### src/rtl/lns_muldiv_pkg.sv
package lns_muldiv_pkg;

    // Operation codes as seen on op_sel
    typedef enum logic [1:0] {
        OP_MUL  = 2'd0,
        OP_DIV  = 2'd1,
        OP_SQR  = 2'd2,
        OP_SQRT = 2'd3
    } lns_op_e;

    // How the result word is formed
    typedef enum logic [1:0] {
        KIND_LOG     = 2'd0,  // normal: saturated logarithm
        KIND_ZERO    = 2'd1,  // canonical zero word
        KIND_DIVZERO = 2'd2,  // divisor zero: largest magnitude
        KIND_INVALID = 2'd3   // negative square root
    } res_kind_e;

    typedef struct packed {
        logic ovf;
        logic unf;
        logic div_zero;
        logic invalid;
    } exc_flags_t;

    // Sign/zero resolution, independent of the logarithm width
    typedef struct packed {
        res_kind_e kind;
        logic      sign;
    } sign_class_t;

    function automatic sign_class_t classify(input lns_op_e op,
                                             input logic za, input logic sa,
                                             input logic zb, input logic sb);
        sign_class_t r;
        r.sign = 1'b0;
        r.kind = KIND_LOG;
        unique case (op)
            OP_MUL: begin
                r.sign = sa ^ sb;
                if (za || zb) r.kind = KIND_ZERO;
            end
            OP_DIV: begin
                r.sign = sa ^ sb;
                if (zb)      r.kind = KIND_DIVZERO;
                else if (za) r.kind = KIND_ZERO;
            end
            OP_SQR: begin
                if (za) r.kind = KIND_ZERO;
            end
            OP_SQRT: begin
                if (za)      r.kind = KIND_ZERO;
                else if (sa) r.kind = KIND_INVALID;
            end
            default: r.kind = KIND_ZERO;
        endcase
        if (r.kind == KIND_ZERO || r.kind == KIND_INVALID) r.sign = 1'b0;
        return r;
    endfunction

endpackage

### src/rtl/lns_log_core.sv
module lns_log_core
    import lns_muldiv_pkg::*;
#(
    parameter int LOG_W = 8,
    localparam int EXT_W = LOG_W + 2
) (
    input  lns_op_e                  op,
    input  logic signed [LOG_W-1:0]  a_log,
    input  logic signed [LOG_W-1:0]  b_log,
    output logic signed [EXT_W-1:0]  raw_log
);
    // Two guard bits hold any sum, difference or doubling without wrap
    logic signed [EXT_W-1:0] a_ext;
    logic signed [EXT_W-1:0] b_ext;
    logic signed [EXT_W-1:0] half_a;
    logic signed [EXT_W-1:0] round_bit;

    assign a_ext     = EXT_W'(a_log);
    assign b_ext     = EXT_W'(b_log);
    assign half_a    = a_ext >>> 1;
    assign round_bit = {{(EXT_W-1){1'b0}}, a_log[0]};

    always_comb begin
        unique case (op)
            OP_MUL:  raw_log = a_ext + b_ext;
            OP_DIV:  raw_log = a_ext - b_ext;
            OP_SQR:  raw_log = a_ext + a_ext;
            OP_SQRT: raw_log = half_a + round_bit;
            default: raw_log = '0;
        endcase
    end
endmodule

### src/rtl/lns_saturate.sv
module lns_saturate #(
    parameter int LOG_W = 8,
    localparam int EXT_W = LOG_W + 2,
    localparam int HI_I  = 2 ** (LOG_W - 1) - 1,
    localparam int LO_I  = -(2 ** (LOG_W - 1))
) (
    input  logic signed [EXT_W-1:0] raw_log,
    output logic [LOG_W-1:0]        sat_log,
    output logic                    over,
    output logic                    under
);
    localparam logic signed [EXT_W-1:0] HI_X = EXT_W'(HI_I);
    localparam logic signed [EXT_W-1:0] LO_X = EXT_W'(LO_I);

    assign over  = (raw_log > HI_X);
    assign under = (raw_log < LO_X);

    always_comb begin
        if (over)       sat_log = HI_X[LOG_W-1:0];
        else if (under) sat_log = LO_X[LOG_W-1:0];
        else            sat_log = raw_log[LOG_W-1:0];
    end
endmodule

### src/rtl/lns_muldiv_unit.sv
module lns_muldiv_unit
    import lns_muldiv_pkg::*;
#(
    parameter int INT_W  = 4,
    parameter int FRAC_W = 4,
    localparam int LOG_W  = INT_W + FRAC_W,
    localparam int WORD_W = LOG_W + 2
) (
    input  logic              clk,
    input  logic              rst,
    input  logic              in_valid,
    input  logic [1:0]        op_sel,
    input  logic [WORD_W-1:0] a_word,
    input  logic [WORD_W-1:0] b_word,
    output logic              out_valid,
    output logic [WORD_W-1:0] out_word,
    output logic              ovf,
    output logic              unf,
    output logic              div_zero,
    output logic              invalid
);
    localparam int ZB = WORD_W - 1;  // zero flag position
    localparam int SB = WORD_W - 2;  // sign position
    localparam logic [LOG_W-1:0] LOG_MAX = {1'b0, {(LOG_W-1){1'b1}}};
    localparam logic [LOG_W-1:0] LOG_MIN = {1'b1, {(LOG_W-1){1'b0}}};

    lns_op_e     op;
    sign_class_t cls;
    logic signed [LOG_W+1:0] raw_log;
    logic [LOG_W-1:0] sat_log;
    logic sat_hi, sat_lo;
    logic [WORD_W-1:0] nxt_word;
    exc_flags_t        nxt_exc;

    assign op  = lns_op_e'(op_sel);
    assign cls = classify(op, a_word[ZB], a_word[SB], b_word[ZB], b_word[SB]);

    lns_log_core #(.LOG_W(LOG_W)) u_core (
        .op      (op),
        .a_log   (a_word[LOG_W-1:0]),
        .b_log   (b_word[LOG_W-1:0]),
        .raw_log (raw_log)
    );

    lns_saturate #(.LOG_W(LOG_W)) u_sat (
        .raw_log (raw_log),
        .sat_log (sat_log),
        .over    (sat_hi),
        .under   (sat_lo)
    );

    always_comb begin
        nxt_exc = '0;
        unique case (cls.kind)
            KIND_LOG: begin
                nxt_word    = {1'b0, cls.sign, sat_log};
                nxt_exc.ovf = sat_hi;
                nxt_exc.unf = sat_lo;
            end
            KIND_DIVZERO: begin
                nxt_word         = {1'b0, cls.sign, LOG_MAX};
                nxt_exc.div_zero = 1'b1;
            end
            KIND_INVALID: begin
                nxt_word        = {1'b1, 1'b0, {LOG_W{1'b0}}};
                nxt_exc.invalid = 1'b1;
            end
            default: nxt_word = {1'b1, 1'b0, {LOG_W{1'b0}}};
        endcase
    end

    always_ff @(posedge clk) begin
        if (rst) begin
            out_valid <= 1'b0;
            out_word  <= '0;
            ovf       <= 1'b0;
            unf       <= 1'b0;
            div_zero  <= 1'b0;
            invalid   <= 1'b0;
        end else begin
            out_valid <= in_valid;
            if (in_valid) begin
                out_word <= nxt_word;
                ovf      <= nxt_exc.ovf;
                unf      <= nxt_exc.unf;
                div_zero <= nxt_exc.div_zero;
                invalid  <= nxt_exc.invalid;
            end
        end
    end

    // one-cycle latency of the strobe
    a_r2_valid_follows: assert property (@(posedge clk) disable iff (rst)
        in_valid |=> out_valid);
    a_r2_idle_follows: assert property (@(posedge clk) disable iff (rst)
        !in_valid |=> !out_valid);

    // a zero result is canonical and carries no exception
    a_r1_zero_canonical: assert property (@(posedge clk) disable iff (rst)
        (out_valid && out_word[ZB] && !invalid) |->
            (out_word[SB] == 1'b0 && out_word[LOG_W-1:0] == '0 && !ovf && !unf && !div_zero));

    // saturation flags match the end value and exclude each other
    a_r9_no_overflow_and_underflow: assert property (@(posedge clk) disable iff (rst)
        !(ovf && unf));
    a_r9_ovf_at_max: assert property (@(posedge clk) disable iff (rst)
        ovf |-> (out_word[LOG_W-1:0] == LOG_MAX && !out_word[ZB]));
    a_r10_unf_at_min: assert property (@(posedge clk) disable iff (rst)
        unf |-> (out_word[LOG_W-1:0] == LOG_MIN && !out_word[ZB]));

    // divide-by-zero only from a divide with a zero divisor
    a_r5_div_zero_cause: assert property (@(posedge clk) disable iff (rst)
        $rose(div_zero) |-> ($past(in_valid) && $past(op_sel) == 2'd1 && $past(b_word[ZB])));

    // square root can never leave the logarithm range
    a_r7_sqrt_in_range: assert property (@(posedge clk) disable iff (rst)
        (in_valid && op_sel == 2'd3) |=> (!ovf && !unf));

    // invalid comes with the zero word
    a_r8_invalid_zero: assert property (@(posedge clk) disable iff (rst)
        invalid |-> (out_word[ZB] && !div_zero));
endmodule

### config.mk
export PLATFORM = sky130hd
export DESIGN_NAME = lns_muldiv_unit
export DESIGN_NICKNAME = d
export VERILOG_FILES = /design/src/rtl/lns_muldiv_pkg.sv /design/src/rtl/lns_log_core.sv /design/src/rtl/lns_saturate.sv /design/src/rtl/lns_muldiv_unit.sv
export SDC_FILE = /design/constraint.sdc
export NUM_CORES = 1
export LEC_CHECK = 0
export ABC_CLOCK_PERIOD_IN_PS = 4200
export CORE_MARGIN = 5
export CORE_UTILIZATION = 38
export DETAILED_ROUTE_END_ITERATION = 12
export SLEW_MARGIN = 30
export SYNTH_ARGS = -nofsm -noshare
export SYNTH_HDL_FRONTEND = slang
export SYNTH_HIERARCHICAL = 1
export SYNTH_SLANG_ARGS = --single-unit
export TNS_END_PERCENT = 5
### constraint.sdc
create_clock -name clk -period 4.2 [get_ports clk]
set_clock_uncertainty 0.15 [all_clocks]
set_input_delay 0.42 -clock clk [delete_from_list [all_inputs] [get_ports clk]]
set_output_delay 0.42 -clock clk [all_outputs]
set_load 0.02 [all_outputs]
==> impl_metrics.yaml <==
clock_network:
  clk_latency_ns: 0.25
  numCtsBuffers: 3
  cts_resized: 0
  path_clk_slew_ns: 0.06
  root_buffer: "clkbuf_8"
  holdBufCountCts: 0
  htreeDepth: 1
  clk_path_buf_depth: 2
  cts_num_sinks: 15
  post_cts_buffers: 0
  cts_tree: "yes"
drt:
  viasPerCell: 5.49
  drtAntennaViolNets: 0
  first_iter_violations: 153
  dr.pass1.iters: 4
  totalWireLength_um: 4580
  vias: 1857
  drc_errors: 0
  wl_per_cell_um: 13.5
global_routing:
  antenna_found_initial: 0
  overflow: 0
  first_global_vias: 1653
  grt_usage: 0.150
  grt_pass1_wl_um: 7660
  grt_max_degree: 29
yosys:
  synth-edff-count: 0
  ys_top_cells_by_area: "dfxtp_1 17%, ha_1 10%, a21oi_1 5.6%, inv_1 5.0%, o21ai_0 4.7%"
  synth_common_cells: "24 x inv_1, 20 x a21oi_1, 18 x nor2_1"
  ys_warn_count: 6
  synth_top_area_frac: 0.168
  yosysMostFrequentCell: "inv_1"
  syn_inst: 241
  yosys.area.top_type: "dfxtp_1"
  netlist_area_mm2: 0.00179
  async_flop_share: 0
  ys_seq_area_frac: 0.168
  avgSynthCellArea_um2: 7.43
  syn_nets: 282
  ys_types: 59
  synth_ff_type: "dfxtp_1"
  ys_seq_elements: 15
power_and_ir_drop:
  power_density_mw_per_mm2: 262
  leakage_nw: 0.971
  power_frac_seq: 0.255
  irDropWorstVdd_uv: 119
  p_sw_frac: 0.382
  p_int_mw: 0.380
  combinationalPowerShare: 0.544
  clockPowerShare: 0.201
  p_switching_mw: 0.235
  finalPower_mw: 0.615
worst_setup_path:
  cp-start-kind: "primary input"
  r2r_start: "out_word[9]"
  cp-end-kind: "flip-flop"
  cp_num_buf_inv: 5
  critPathMaxFanout: 28
  worstPathRequired_ns: 4.19
  arrival_ns: 3.81
  cp_cell_sequence: "clkdlybuf4s50_1 -> buf_4 -> ha_2 -> o21ai_0 -> nand2_1 -> ha_1 -> inv_1 -> fa_1 -> nand2b_1 -> a21oi_2 -> o21ai_1 -> a211o_1 -> nand3b_1 -> buf_12 -> a21boi_0 -> o22ai_1 -> inv_1 -> o21ai_0 -> a22o_1"
  critPathSlowestCell: "clkdlybuf4s50_1"
  crit_start: "op_sel[0]"
  max_stage_delay_ns: 0.48
  crit_type: "primary input to flip-flop"
  cp_top_family: "compound AO/OA/AOI/OAI gates"
placed_design:
  placed_area_mm2: 0.00228
  gp_congestion: 0.838
  io_buffers: 39
  dp_hpwl_um: 3670
  dpl.cell_count: 334
final_layout:
  areaGrowthSynthToFinish_pct: 31.0
  antenna_cells: 0
  postLayoutCoreUtil: 0.504
  drive_above_1_share: 0.113
  fin_cells: 338
  fin_nets: 326
  stdcell_area_mm2: 0.00235
die:
  start_util: 0.384
  core_mm2: 0.00466
  io_pins: 40
  dieArea_mm2: 0.00619
  dieWidth_um: 78.7
  num_rows: 25
  dieHeight_um: 78.7
min_path:
  min_from: "out_word[3]"
  hold_path.class: "flip-flop to flip-flop"
sta:
  drv_slew: 0
  fin_crit_sh: 0.909
  whs_ns: 0.325
  setup_violations: 0
  worstMarginPinSlew_ns: 0.469
  period_needed_ns: 3.82
  finalHoldViolations: 0
  rsz0062_at_grt: "false"
  slew_headroom: 0.683
  fmax_mhz: 262
status:
  outcome: "complete, no violations"
job:
  max_cap_violations: 0
cell usage in the layout, fill, tap and decap left out, types with 2 or more instances in the layout:
cell type        Yosys  layout
a211o_1              2       2
a211oi_1             4       4
a21boi_0             8       8
a21o_1               2       2
a21oi_1             20      19
a22o_1               7       7
and3_1               2       2
buf_4                2      13
clkbuf_8             0       3
clkdlybuf4s50_1      0      39
dfxtp_1             15      15
ha_1                15      13
inv_1               24      24
nand2_1             13      13
nand2b_1             8       8
nand3_1              7       7
nand3b_1             2       2
nand4_1              3       3
nand4b_1             2       2
nor2_1              18      18
nor2_2               2       2
nor3_1               3       3
nor3b_1              4       4
o21ai_0             17      15
o21ai_1              1       3
o22ai_1             12      12
o31a_1               2       2
xnor2_1              3       3
xor2_1               4       4
worst register-to-register path: stages (launching register included):
cell      delay [ns]
dfxtp_1         0.34
nor2_1          0.04
a311oi_1        0.24
worst paths after layout:
check	slack [ns]	cells after the start	end
max	0.38	19	out_word[0]
min	0.32	1	out_word[3]
max reg2reg	3.33	2	out_word[9]
min reg2reg	0.32	1	out_word[3]
kinds of logic after synthesis:
| family | synth area share |
|---|---|
| AOI/OAI and AO/OA | 0.339 |
| and+or+nand+nor | 0.230 |
| buffers and inverters | 0.101 |
| adders and majority gates | 0.116 |
| DFF | 0.168 |
| xor gates and xnor gates | 0.0342 |
| muxes | 0.0119 |
state kept, by name, summed over array words and instances, names as in the netlist:
| name | flops |
|---|---|
| unf | 1 |
| invalid | 1 |
| out_word | 10 |
| ovf | 1 |
| div_zero | 1 |
| out_valid | 1 |
per-stage QoR:
step | worst slack, ns | setup TNS [ns]
2_1_floorplan | 0.396 | 0
3_3_place_gp | 0.0218 | 0
3_5_place_dp | -0.0796 | -0.470
4_1_cts | 0.168 | 0
5_1_grt | 0.0651 | 0
6_report | 0.381 | 0
power by group through the flow:
stage	clock network (mW)	registers, mW	logic [mW]
floorplan	0	0.171	0.213
global placement	0	0.160	0.327
detailed placement	0	0.160	0.330
finish	0.123	0.157	0.334
global route	0.136	0.158	0.376
CTS	0.126	0.157	0.331
metal layers:
metal	vias to the layer above	share of wire	GRT usage
li1	963	-	-
met1	850	0.48	0.209
met2	42	0.46	0.249
met3	2	0.048	0.0229
met4	0	0.0035	0.0210
met5	-	0	0
cell type report:
type,instances,area [µm²]
timing repair buffer,53,508
clock buffer,3,41.3
sequential,15,300
clock inverter,1,7.51
fill,469,2310
tap,54,67.6
inverter,25,93.8
multi-input combinational,187,1330
(Power assumes the default switching activity.)
